<file path="src/rtl/updn_pkg.sv">
package updn_pkg;
  typedef enum logic [1:0] {
    REL_NONE   = 2'd0,
    REL_COMMIT = 2'd1,
    REL_SKIP   = 2'd2
  } release_kind_e;
endpackage

</file>
<file path="src/rtl/updn_sync.sv">
module updn_sync #(
  parameter int W = 3,
  parameter int STAGES = 2,
  parameter logic [W-1:0] RST_VAL = '0
) (
  input  logic         clk,
  input  logic         rst,
  input  logic [W-1:0] d_i,
  output logic [W-1:0] q_o
);
  logic [W-1:0] stg_q [STAGES];

  always_ff @(posedge clk) begin
    if (rst) stg_q[0] <= RST_VAL;
    else     stg_q[0] <= d_i;
  end

  for (genvar s = 1; s < STAGES; s++) begin : g_stage
    always_ff @(posedge clk) begin
      if (rst) stg_q[s] <= RST_VAL;
      else     stg_q[s] <= stg_q[s-1];
    end
  end

  assign q_o = stg_q[STAGES-1];
endmodule

</file>
<file path="src/rtl/updn_step_core.sv">
module updn_step_core #(
  parameter int NUM_CH = 4,
  parameter int CH_W = 2,
  parameter int DATA_W = 8,
  parameter logic [DATA_W-1:0] INIT_CODE = 8'h80
) (
  input  logic                     clk,
  input  logic                     rst,
  input  logic                     fire_i,
  input  logic                     up_i,
  input  logic [CH_W-1:0]          chan_i,
  output logic [NUM_CH*DATA_W-1:0] wiper_o
);
  localparam logic [DATA_W-1:0] MAXV = '1;
  localparam logic [DATA_W-1:0] MINV = '0;

  logic [DATA_W-1:0] w_q [NUM_CH];

  for (genvar i = 0; i < NUM_CH; i++) begin : g_ch
    logic hit;
    assign hit = fire_i && (chan_i == CH_W'(i));

    always_ff @(posedge clk) begin
      if (rst) begin
        w_q[i] <= INIT_CODE;
      end else if (hit) begin
        if (up_i && (w_q[i] != MAXV))       w_q[i] <= w_q[i] + 1'b1;
        else if (!up_i && (w_q[i] != MINV)) w_q[i] <= w_q[i] - 1'b1;
      end
    end

    assign wiper_o[i*DATA_W +: DATA_W] = w_q[i];

    // a permitted up step adds exactly one
    a_r2_up_one: assert property (@(posedge clk) disable iff (rst)
      (hit && up_i && w_q[i] != MAXV) |=> (w_q[i] == $past(w_q[i]) + 1'b1));
    // a permitted down step subtracts exactly one
    a_r2_down_one: assert property (@(posedge clk) disable iff (rst)
      (hit && !up_i && w_q[i] != MINV) |=> (w_q[i] == $past(w_q[i]) - 1'b1));
    // no wrap at the top
    a_r3_sat_high: assert property (@(posedge clk) disable iff (rst)
      (hit && up_i && w_q[i] == MAXV) |=> (w_q[i] == MAXV));
    // no wrap at the bottom
    a_r3_sat_low: assert property (@(posedge clk) disable iff (rst)
      (hit && !up_i && w_q[i] == MINV) |=> (w_q[i] == MINV));
    // an unselected channel holds
    a_r4_other_hold: assert property (@(posedge clk) disable iff (rst)
      (fire_i && chan_i != CH_W'(i)) |=> $stable(w_q[i]));
  end
endmodule

</file>
<file path="src/rtl/updn_store_ctrl.sv">
module updn_store_ctrl
  import updn_pkg::*;
#(
  parameter int NUM_CH = 4,
  parameter int CH_W = 2,
  parameter int DATA_W = 8,
  parameter int SEL_W = 2
) (
  input  logic                     clk,
  input  logic                     rst,
  input  logic                     cs_rise_i,
  input  logic                     step_lvl_i,
  input  logic                     wr_allow_i,
  input  logic [SEL_W-1:0]         slot_sel_i,
  input  logic [CH_W-1:0]          chan_i,
  input  logic [NUM_CH*DATA_W-1:0] wiper_i,
  output logic                     req_o,
  output logic [CH_W-1:0]          req_chan_o,
  output logic [DATA_W-1:0]        req_data_o
);
  release_kind_e kind;

  always_comb begin
    kind = REL_NONE;
    if (cs_rise_i) begin
      if (step_lvl_i && wr_allow_i && (slot_sel_i == '0)) kind = REL_COMMIT;
      else                                                 kind = REL_SKIP;
    end
  end

  always_ff @(posedge clk) begin
    if (rst) begin
      req_o      <= 1'b0;
      req_chan_o <= '0;
      req_data_o <= '0;
    end else begin
      req_o <= (kind == REL_COMMIT);
      if (kind == REL_COMMIT) begin
        req_chan_o <= chan_i;
        req_data_o <= wiper_i[chan_i*DATA_W +: DATA_W];
      end
    end
  end

  // write-allow low never yields a store request
  a_r8_wp_blocks: assert property (@(posedge clk) disable iff (rst)
    (!wr_allow_i) |=> !req_o);
  // step low at release never yields a store request
  a_r8_step_low_blocks: assert property (@(posedge clk) disable iff (rst)
    (!step_lvl_i) |=> !req_o);
endmodule

</file>
<file path="src/rtl/updn_nv_model.sv">
module updn_nv_model #(
  parameter int NUM_CH = 4,
  parameter int CH_W = 2,
  parameter int DATA_W = 8,
  parameter logic [DATA_W-1:0] INIT_CODE = 8'h80,
  parameter int WRITE_CYCLES = 64
) (
  input  logic                     clk,
  input  logic                     rst,
  input  logic                     req_i,
  input  logic [CH_W-1:0]          chan_i,
  input  logic [DATA_W-1:0]        data_i,
  output logic [NUM_CH*DATA_W-1:0] slot_o,
  output logic                     busy_o
);
  localparam int CNT_W = (WRITE_CYCLES > 1) ? $clog2(WRITE_CYCLES) : 1;
  localparam logic [CNT_W-1:0] LAST = CNT_W'(WRITE_CYCLES - 1);

  logic [DATA_W-1:0] slot_q [NUM_CH];
  logic [CNT_W-1:0]  cnt_q;
  logic              busy_q;
  logic              accept;

  assign accept = req_i && !busy_q;

  always_ff @(posedge clk) begin
    if (rst) begin
      busy_q <= 1'b0;
      cnt_q  <= '0;
    end else if (accept) begin
      busy_q <= 1'b1;
      cnt_q  <= '0;
    end else if (busy_q) begin
      if (cnt_q == LAST) busy_q <= 1'b0;
      cnt_q <= cnt_q + 1'b1;
    end
  end

  for (genvar i = 0; i < NUM_CH; i++) begin : g_slot
    always_ff @(posedge clk) begin
      if (rst)                              slot_q[i] <= INIT_CODE;
      else if (accept && chan_i == CH_W'(i)) slot_q[i] <= data_i;
    end
    assign slot_o[i*DATA_W +: DATA_W] = slot_q[i];
  end

  assign busy_o = busy_q;

  // an accepted request raises busy
  a_r7_busy_rises: assert property (@(posedge clk) disable iff (rst)
    (req_i && !busy_q) |=> busy_q);
  // slots frozen while a write cycle runs
  a_r9_slots_frozen: assert property (@(posedge clk) disable iff (rst)
    busy_q |=> $stable(slot_o));
endmodule

</file>
<file path="src/rtl/updn_wiper_ctrl.sv">
module updn_wiper_ctrl #(
  parameter int CH_W = 2,
  parameter int DATA_W = 8,
  parameter int SEL_W = 2,
  parameter int SYNC_STAGES = 2,
  parameter int WRITE_CYCLES = 64,
  parameter logic [DATA_W-1:0] INIT_CODE = 8'h80,
  localparam int NUM_CH = 1 << CH_W
) (
  input  logic                     clk,
  input  logic                     rst,
  input  logic                     cs_n_i,
  input  logic                     step_i,
  input  logic                     dir_i,
  input  logic [CH_W-1:0]          chan_i,
  input  logic                     wr_allow_i,
  input  logic [SEL_W-1:0]         slot_sel_i,
  output logic [NUM_CH*DATA_W-1:0] wiper_o,
  output logic [NUM_CH*DATA_W-1:0] slot0_o,
  output logic                     busy_o,
  output logic                     serial_lock_o
);
  logic [2:0] raw_in, syn_in;
  logic cs_s, step_s, dir_s;
  logic cs_prev, step_prev;
  logic step_fall, cs_rise, fire;
  logic lock_q;
  logic req;
  logic [CH_W-1:0] req_chan;
  logic [DATA_W-1:0] req_data;

  assign raw_in = {cs_n_i, step_i, dir_i};

  updn_sync #(.W(3), .STAGES(SYNC_STAGES), .RST_VAL(3'b100)) u_sync (
    .clk(clk), .rst(rst), .d_i(raw_in), .q_o(syn_in)
  );

  assign {cs_s, step_s, dir_s} = syn_in;

  always_ff @(posedge clk) begin
    if (rst) begin
      cs_prev   <= 1'b1;
      step_prev <= 1'b0;
      lock_q    <= 1'b0;
    end else begin
      cs_prev   <= cs_s;
      step_prev <= step_s;
      lock_q    <= !cs_s;
    end
  end

  assign step_fall = step_prev && !step_s;
  assign cs_rise   = !cs_prev && cs_s;
  assign fire      = step_fall && !cs_s;

  updn_step_core #(
    .NUM_CH(NUM_CH), .CH_W(CH_W), .DATA_W(DATA_W), .INIT_CODE(INIT_CODE)
  ) u_core (
    .clk(clk), .rst(rst), .fire_i(fire), .up_i(dir_s), .chan_i(chan_i),
    .wiper_o(wiper_o)
  );

  updn_store_ctrl #(
    .NUM_CH(NUM_CH), .CH_W(CH_W), .DATA_W(DATA_W), .SEL_W(SEL_W)
  ) u_store (
    .clk(clk), .rst(rst), .cs_rise_i(cs_rise), .step_lvl_i(step_s),
    .wr_allow_i(wr_allow_i), .slot_sel_i(slot_sel_i), .chan_i(chan_i),
    .wiper_i(wiper_o), .req_o(req), .req_chan_o(req_chan),
    .req_data_o(req_data)
  );

  updn_nv_model #(
    .NUM_CH(NUM_CH), .CH_W(CH_W), .DATA_W(DATA_W), .INIT_CODE(INIT_CODE),
    .WRITE_CYCLES(WRITE_CYCLES)
  ) u_nv (
    .clk(clk), .rst(rst), .req_i(req), .chan_i(req_chan), .data_i(req_data),
    .slot_o(slot0_o), .busy_o(busy_o)
  );

  assign serial_lock_o = lock_q;

  // selection asserts the serial lock on the next cycle
  a_r5_lock_on: assert property (@(posedge clk) disable iff (rst)
    (!cs_s) |=> serial_lock_o);
  // no wiper movement while deselected
  a_r6_idle_hold: assert property (@(posedge clk) disable iff (rst)
    cs_s |=> $stable(wiper_o));
endmodule

</file>
<file path="config.mk">
export PLATFORM = sky130hd
export DESIGN_NAME = updn_wiper_ctrl
export DESIGN_NICKNAME = d
export VERILOG_FILES = /design/src/rtl/updn_pkg.sv /design/src/rtl/updn_sync.sv /design/src/rtl/updn_step_core.sv /design/src/rtl/updn_store_ctrl.sv /design/src/rtl/updn_nv_model.sv /design/src/rtl/updn_wiper_ctrl.sv
export SDC_FILE = /design/constraint.sdc
export NUM_CORES = 1
export LEC_CHECK = 0
export BUFFER_PORTS_ARGS = -buffer_cell sky130_fd_sc_hd__buf_2
export CAP_MARGIN = 20
export CORE_MARGIN = 2
export CORE_UTILIZATION = 40
export CTS_CLUSTER_DIAMETER = 150
export CTS_CLUSTER_SIZE = 40
export DETAILED_ROUTE_END_ITERATION = 8
export PLACE_DENSITY = 0.67
export REMOVE_ABC_BUFFERS = 1
export SLEW_MARGIN = 20
export SYNTH_ARGS = -nofsm -noshare
export SYNTH_HDL_FRONTEND = slang
export SYNTH_HIERARCHICAL = 1
export SYNTH_SLANG_ARGS = --single-unit
</file>
<file path="constraint.sdc">
create_clock -name clk -period 5.5 [get_ports clk]
set_input_delay 0.275 -clock clk [delete_from_list [all_inputs] [get_ports clk]]
set_output_delay 0.275 -clock clk [all_outputs]
set_load 0.05 [all_outputs]
</file>
==> After elaboration in Yosys (flattened, before gate mapping) <==
Memories as Yosys holds them, arrays and structs flattened.
Cells that the tools add are included.
{ "op_classes": {"addsub": 9, "n_reduce_logical": 35, "n_mux": 70, "n_shift": 1, "bitwise": 14, "eq_ne": 12} }
{ "op_table": {"columns": ["cell", "n"], "rows": [
  ["$mux W8", 12],
  ["$mux W1", 54],
  ["$add A8 B1 Y8 const B", 4],
  ["$ne A8 B8 Y1 const B", 4],
  ["$reduce_bool A8 Y1", 4],
  ["$shiftx A32 B6 Y8", 1],
  ["$sub A8 B1 Y8 const B", 4],
  ["$logic_and A1 B1 Y1", 22],
  ["$or A1 B1 Y1", 14],
  ["$eq A2 B2 Y1 const B", 4],
  ["$add A6 B1 Y6 const B", 1],
  ["$eq A2 B1 Y1 const B", 3],
  ["$eq A6 B6 Y1 const B", 1],
  ["$logic_not A2 Y1", 3],
  ["$mux W3", 2],
  ["$logic_not A1 Y1", 5],
  ["$mux W2", 2],
  ["$reduce_or A2 Y1", 1]
]} }
{ "word_totals": {"regBits": 21, "mem_count": 3, "out_inout_bits": 66, "ramBits": 70} }
{ "memory_table": {"columns": ["name", "words", "word_bits", "read_ports", "rd_clocked_by_memory_dff", "write_ports", "line_no", "source"], "rows": [
  ["u_core.w_q", 4, 8, 4, 0, 4, "updn_step_core.sv:17", "logic [DATA_W-1:0] w_q [NUM_CH];"],
  ["u_nv.slot_q", 4, 8, 4, 0, 4, "updn_nv_model.sv:19", "logic [DATA_W-1:0] slot_q [NUM_CH];"],
  ["u_sync.stg_q", 2, 3, 2, 0, 2, "updn_sync.sv:11", "logic [W-1:0] stg_q [STAGES];"]
]} }

==> Depth between registers and ports, before layout <==
Gate-level depths: netlist of run 1.
{ "depth": {"ltp_word": 9, "depth_mapped": 11} }

==> Modules after synthesis <==
The synthesis of run 1 kept the hierarchy.
{ "modules_own_cells": {"columns": ["mod", "instances", "cells_each", "area_per_inst_um2", "seq_area_each_um2"], "rows": [
  ["updn_step_core", 1, 297, 2631.3, 960.9],
  ["updn_nv_model", 1, 109, 1542.7, 1101.1],
  ["updn_store_ctrl", 1, 60, 618.1, 220.2],
  ["updn_sync", 1, 12, 157.7, 120.1],
  ["updn_wiper_ctrl", 1, 8, 90.1, 60.1]
]} }

==> Worst setup path after synthesis of run 1 <==
Ideal clock, no wire load.
{ "synth_timing": {"path_type": "register to register", "start": "memory u_core.w_q[2][3]", "end": "memory u_core.w_q[2][7] (data pin)", "n_path_buf": 0, "slack_ps": 2260, "stages_incl_launch_ff": 11, "setup_time_ps": 279, "synth_period_minus_slack_ps": 3240, "required_time_ps": 5221, "arrival_ps": 2961, "cell_sequence": "edfxtp_1 -> or4_1 -> or4_4 -> o21ai_2 -> inv_1 -> ha_1 -> nand3_1 -> o22ai_1 -> o22a_1 -> mux2i_1 -> mux2i_1"} }
{ "synth_rtl": {"columns": ["element", "line_no"], "rows": [
  ["from (decl)", "updn_step_core.sv:17"]
]} }

==> impl_metrics.toml, run 1 <==
[setup_path]
path_buf_inv = 1
crit_path_max_fanout = 6
worstPathArrival_ns = 3.38
rr_startpoint = "u_core/w_q[2][4]$_SDFFCE_PN0P_"
reg2reg_depth = 10
setup.worst_path.end_class = "register"
start_kind = "register"
crit_family = "simple AND/OR/NAND/NOR gates"
cpPeakStageDelay_ns = 0.52
cp.required_ns = 5.60
cp_slowest_cell = "or4_1"
crit_chain = "or4_1, or4_4, o21ai_2, inv_1, ha_1, nand3_1, o22ai_1, o22a_1, mux2i_1, mux2i_1"
r2r_end = "u_core/w_q[2][7]$_SDFFCE_PN1P_"
cp.depth = 10
critical_path.most_common_cell = "mux2i_1"
reg2reg_slack_ns = 2.22
setup.worst_path.start = "u_core/w_q[2][4]$_SDFFCE_PN0P_"
cp-endpoint = "u_core/w_q[2][7]$_SDFFCE_PN1P_"
worstSetupPathType = "register to register"

[pwr]
peakVddDrop_mv = 0.112
p_leak_nw = 2.13
p_per_area_nw_per_um2 = 270

[detailed_routing]
wire_per_inst_um = 16.6
ant_nets = 0
wl_mm = 12.1
drc = 0
drtIter0Drc = 396
routed_via_density = 5.66
vias = 4117
drtPass1Iterations = 5

[min_path]
hp-class = "primary input to register"

[synth]
netlist_instances = 486
yosysWarnings = 6
synth_cell_types = 69
syn_avg_cell_area_um2 = 10.4
synth_seq_area_share_pct = 48.9
async_flop_share_pct = 0
ys_ff_latch = 91
synth_area_um2 = 5040
synth-edff-count = 64
synth_ff_type = "edfxtp_1"

[timing]
setup_viol = 0
setup_tns_ns = 0
worst_pin_slew_ns = 1.03
maxSlewViolCount = 0
period_minus_slack_ns = 3.28
period_share_pct = 59.7
hold_violations = 0
fmax_ghz = 0.304
finalClockSkew_ns = 0.00614
slew_headroom_pct = 30.9
rsz0062_at_grt = "no"

[clock_network]
worstSkewPairLatency_ns = 0.35
ctsHoldBuffers = 0
cts_buffers = 9
htree_levels = 3
cts_buffer_depth = 2
numClockSinks = 91
postCtsSetupRepairBufs = 0
clk_pin_slew_ns = 0.07
post_cts_resized = 0
cts_tree = "yes"
root_buffer = "clkbuf_16"

[global_route]
grt_pass1_vias = 3639
overflow = 0
antenna_found_initial = 0
grt_use_total_pct = 18.0
grt_pass1_wl_mm = 18.9
grt_start_max_net_pins = 35

[placed_design]
postPlaceCellArea_um2 = 5510
portBuffers = 75
routabilityCongestion = 0.894
dp_hpwl_mm = 8.48

[layout]
num_antenna_cells = 0
final_area_um2 = 5820
layout.nets = 577
n_fill_cell = 1169
synthToLayoutAreaGrowth_pct = 15.5
drive_gt1_share_pct = 20.2

[run_status]
outcome = "complete, no violations"

[floorplanning]
rows = 41
num_io_pins = 76
die-area_um2 = 13500
die_x_um = 116
core_area_um2 = 12500
start_util_pct = 40.4
die_h_um = 116

[job]
drv_cap = 0
[how the worst min path moves through the flow]
stage / from / endpoint / slack (ns) / cells after the start
floorplan: rst / serial_lock_o$_SDFF_PP0_ / 0.34 / 1
global placement: u_sync/stg_q[0][2]$_SDFF_PP1_ / u_sync/stg_q[1][2]$_SDFF_PP1_ / 0.41 / 1
detailed placement: u_sync/stg_q[0][2]$_SDFF_PP1_ / u_sync/stg_q[1][2]$_SDFF_PP1_ / 0.40 / 1
CTS: cs_n_i / u_sync/stg_q[0][2]$_SDFF_PP1_ / 0.1 / 2
global route: cs_n_i / u_sync/stg_q[0][2]$_SDFF_PP1_ / 0.11 / 2
finish: cs_n_i / u_sync/stg_q[0][2]$_SDFF_PP1_ / 0.11 / 2
[per-layer routing]
layer | GRT usage, % | up-vias | wire length (um)
met5 | 0 | - | 0
met4 | 5.95 | 0 | 142
met3 | 3.68 | 11 | 777
met2 | 29.7 | 178 | 5840
met1 | 23.9 | 1975 | 5300
li1 | - | 1953 | -
[metrics by stage]
step                setup WS [ns]  power, mW  instances  hold WS (ns)  utilization, %
detailed placement           2.27      0.945        711         0.398            44.2
global placement             2.31      0.942        711         0.405            44.2
floorplan                    2.26      0.896        463         0.342               -
CTS                          2.24       1.59        727        0.0992            46.7
finish                       2.22       1.57        727         0.106            46.7
global route                 2.00       1.63        727         0.107            46.7
[cells in the mapped netlist, drive strengths merged, types with 3 or more instances]
master | number | area (um2)
edfxtp | 64 | 1920
nor2 | 51 | 194
and2 | 30 | 188
o21ai | 29 | 149
nand3 | 28 | 140
dfxtp | 27 | 541
nand2 | 26 | 97.6
a21oi | 24 | 120
inv | 20 | 75.1
nor3 | 17 | 101
ha | 16 | 200
buf | 15 | 97.6
nor2b | 13 | 81.3
a221oi | 10 | 87.6
nand4 | 9 | 56.3
clkbuf | 8 | 30.0
mux4 | 8 | 180
a211oi | 5 | 42.5
mux2i | 5 | 50.1
nand2b | 5 | 31.3
or3 | 5 | 31.3
xor2 | 5 | 43.8
o22ai | 4 | 25.0
a22oi | 3 | 22.5
a311oi | 3 | 26.3
a31oi | 3 | 18.8
nand3b | 3 | 22.5
nor3b | 3 | 27.5
o22a | 3 | 26.3
o311ai | 3 | 51.3
o31ai | 3 | 22.5
or2 | 3 | 18.8
or4 | 3 | 26.3
[area by class of cell]
type	count	area (um2)	area share, %
clock buffers	10	239	4.11
clock inverters	6	70.1	1.20
inverters	20	75.1	1.29
multi-input cells	352	2370	40.8
flip-flops and latches	91	2460	42.3
well taps	172	215	3.70
repair buffers	76	383	6.58
[flip-flops by register name (all words and copies together), names as in the netlist]
signal	flops
u_core/w_q	32
u_nv/slot_q	32
u_store/req_data_o	8
u_nv/cnt_q	6
u_sync/stg_q	6
u_store/req_chan_o	2
cs_prev	1
serial_lock_o	1
step_prev	1
u_nv/busy_o	1
u_store/req_o	1
[cells by family after synthesis]
| family | count (synthesis) | share of synthesized area, % |
|---|---|---|
| AOI/OAI and AO/OA | 108 | 14.8 |
| and+or+nand+nor | 206 | 21.9 |
| adders and majority gates | 17 | 4.37 |
| DFF | 91 | 48.9 |
| buffers and inverters | 43 | 4.02 |
| muxes | 14 | 4.79 |
| xor gates and xnor gates | 7 | 1.22 |
[cells in the final DEF, fill, tap and decap left out, drive strengths merged, types with 9 or more instances in the layout]
master / netlist / final
ha: 16 / 16
a221oi: 10 / 10
inv: 20 / 23
o21ai: 29 / 29
nand4: 9 / 9
nor2b: 13 / 13
clkbuf: 8 / 10
nand3: 28 / 28
dfxtp: 27 / 27
and2: 30 / 30
buf: 15 / 76
nand2: 26 / 26
edfxtp: 64 / 64
nor2: 51 / 51
nor3: 17 / 17
a21oi: 24 / 24
[power breakdown]
| group | internal [mW] | leakage, nW | switching, mW |
|---|---|---|---|
| clock | 0.370 | 0.154 | 0.273 |
| sequential | 0.752 | 0.852 | 0.0287 |
| combinational | 0.0390 | 1.13 | 0.111 |
| total | 1.16 | 2.13 | 0.413 |
Note: power is estimated with default switching activity, not from simulation.
==> run 2: changes to the inputs <==
--- a/config.mk
+++ b/config.mk
@@ -5,6 +5,7 @@
 export SDC_FILE = /design/constraint.sdc
 export NUM_CORES = 1
 export LEC_CHECK = 0
+export ABC_AREA = 1
 export BUFFER_PORTS_ARGS = -buffer_cell sky130_fd_sc_hd__buf_2
 export CAP_MARGIN = 20
 export CORE_MARGIN = 2
==> constraint.sdc (replaced) <==
create_clock -name clk -period 3.2 [get_ports clk]
set_input_delay 0.16 -clock clk [delete_from_list [all_inputs] [get_ports clk]]
set_output_delay 0.16 -clock clk [all_outputs]
set_load 0.05 [all_outputs]
==> run 2 against run 1 <==
Design area grew 7.1%. Critical path type unchanged. Sequential cell count is the same. Sequential share of layout area shrank 2.8 points. Critical path depth grew 4. Routed wire length shrank 4.9%. Highest routed layer unchanged. Clock skew grew 0.0032 ns. Worst setup slack lost 1.6 ns. Utilization grew 0.55 points.
==> impl_metrics.toml, run 2 <==
[setup_path]
crit_family = "simple AND/OR/NAND/NOR gates"
cp.required_ns = 3.30
worstPathArrival_ns = 2.68
path_buf_inv = 3
worstSetupPathType = "register to register"
cpPeakStageDelay_ns = 0.33
setup.worst_path.end_class = "register"
start_kind = "register"
cp_slowest_cell = "ha_1"
crit_path_max_fanout = 8
crit_chain = "inv_1, nand2_1, nor2_1, nand3_1, nor2_2, nand2_2, inv_1, ha_1, a21oi_1, nand2_1, a21oi_1, inv_1, nand2_1, nand3_1"

[global_route]
grt_pass1_wl_mm = 19.2
antenna_found_initial = 0
overflow = 0
grt_pass1_vias = 3975
grt_use_total_pct = 16.6
grt_start_max_net_pins = 21

[clock_network]
cts_tree = "yes"
numClockSinks = 91
worstSkewPairLatency_ns = 0.35
clk_pin_slew_ns = 0.07
htree_levels = 3
post_cts_resized = 0
cts_buffers = 9
cts_buffer_depth = 2
root_buffer = "clkbuf_16"
postCtsSetupRepairBufs = 0

[timing]
rsz0062_at_grt = "no"
hold_violations = 0
period_share_pct = 80.8
hold_ws_ns = 0.0149
setup_tns_ns = 0
finalClockSkew_ns = 0.00937
period_minus_slack_ns = 2.59
worst_pin_slew_ns = 0.451
slew_headroom_pct = 69.9
maxSlewViolCount = 0
setup_slack_ns = 0.615
fmax_ghz = 0.387
setup_viol = 0

[detailed_routing]
ant_nets = 0
drtPass1Iterations = 4
vias = 4373
wire_per_inst_um = 12.3
wl_mm = 11.5
routed_via_density = 4.69
drtIter0Drc = 225
drc = 0

[synth]
netlist_instances = 671
yosysWarnings = 6
synth_top_area_share_pct = 35.8
async_flop_share_pct = 0
synth_seq_area_share_pct = 45.8
synth-edff-count = 64
synth_cell_types = 38
synthTopCellsByCount = "146 x nand2_1, 110 x inv_1, 91 x nor2_1"
synth_ff_type = "edfxtp_1"
ys_ff_latch = 91
syn_avg_cell_area_um2 = 8.01
yosysMostFrequentCell = "nand2_1"
yosysTopAreaCell = "edfxtp_1"
netlist_top_cells_area = "edfxtp_1 36%, nand2_1 10%, dfxtp_1 10%, inv_1 7.7%, nor2_1 6.4%"
synth_area_um2 = 5370

[placed_design]
portBuffers = 75
routabilityCongestion = 0.841
place_inst = 915
dp_hpwl_mm = 8.36
place_ws_ns = 0.666

[floorplanning]
core_area_um2 = 13200
die_x_um = 120
die-area_um2 = 14400
die_h_um = 120
rows = 42
start_util_pct = 40.7
num_io_pins = 76

[job]
drv_cap = 0

[layout]
num_antenna_cells = 0
final_util_pct = 47.2
finalNonFillerCells = 932
n_fill_cell = 1298
final_cell_mix = "146 x nand2_1, 110 x inv_1, 91 x nor2_1, 75 x buf_2, 64 x edfxtp_1"
synthToLayoutAreaGrowth_pct = 16.0
layout.nets = 778
layout_commonest_cell = "nand2_1"
drive_gt1_share_pct = 18.9
reg_top3 = "u_core/w_q x32, u_nv/slot_q x32, u_store/req_data_o x8"

[pwr]
swShare_pct = 27.0
sequentialPowerShare_pct = 48.5
internal_power_mw = 1.99
p_leak_nw = 2.76
switchingPower_mw = 0.738
p_per_area_nw_per_um2 = 438
pwr-share-comb_pct = 10.7
peakVddDrop_mv = 0.228
share_clk_of_total_power_pct = 40.8

[run_status]
outcome = "complete, no violations"

[min_path]
hp-class = "primary input to register"
==> run 2: area by class of cell <==
| type | count | area, um2 | share of cell area (%) |
|---|---|---|---|
| Clock buffer | 9 | 225 | 3.62 |
| Clock inverter | 7 | 93.8 | 1.51 |
| Inverter | 121 | 459 | 7.37 |
| Multi-Input combinational cell | 448 | 2350 | 37.8 |
| Sequential cell | 91 | 2460 | 39.5 |
| Tap cell | 176 | 220 | 3.53 |
| Timing Repair Buffer | 80 | 415 | 6.67 |
==> run 2: kinds of logic after synthesis <==
group / synth area share [%]
adder cells (fa/ha/maj): 4.10
flip-flops: 45.8
XOR/XNOR: 3.75
buffers and inverters: 10.3
AND/OR/NAND/NOR: 29.6
AO/OA/AOI/OAI: 6.36
==> run 2: what timing repair did <==
action / CTS / global route
endpoints found under the hold margin: 1 / 0
hold buffers: 1 / 0
setup endpoints to repair: 0 / 0
==> run 2: power groups by stage <==
| stage | clock (mW) | combinational (mW) | sequential [mW] |
|---|---|---|---|
| after CTS | 1.14 | 0.293 | 1.33 |
| final | 1.11 | 0.292 | 1.32 |
| after floorplan | 0 | 0.120 | 1.44 |
| after detailed placement | 0 | 0.291 | 1.35 |
| after global routing | 1.19 | 0.320 | 1.33 |
| after global placement | 0 | 0.289 | 1.35 |
==> run 2: layer usage <==
metal,GRT usage (%),share of wire [%]
met4,5.44,1.8
met5,0,0
met2,27.6,47
met3,3.33,4.4
met1,21.7,47
==> run 2: worst paths after layout <==
kind | start | endpoint | slack (ns) | depth (start not counted)
worst max-delay path | u_sync/stg_q[1][1]$_SDFF_PP0_ | u_core/w_q[2][7]$_SDFFCE_PN1P_ | 0.61 | 14
worst min-delay path | dir_i | u_sync/stg_q[0][0]$_SDFF_PP0_ | 0.01 | 3
worst max register to register | u_sync/stg_q[1][1]$_SDFF_PP0_ | u_core/w_q[2][7]$_SDFFCE_PN1P_ | 0.61 | 14
worst min register to register | u_sync/stg_q[0][0]$_SDFF_PP0_ | u_sync/stg_q[1][0]$_SDFF_PP0_ | 0.41 | 2
==> run 2: tightest hold or removal path, stage by stage <==
cell	delay, ns
buf_2	0.09
inv_1	0.04
nor2_1	0.03
==> run 2: per-stage QoR <==
step	cell area [um2]	total power, mW
after CTS	6230	2.76
after detailed placement	5900	1.64
after global placement	5900	1.64
final	6230	2.73
after floorplan	5280	1.56
after global routing	6230	2.84
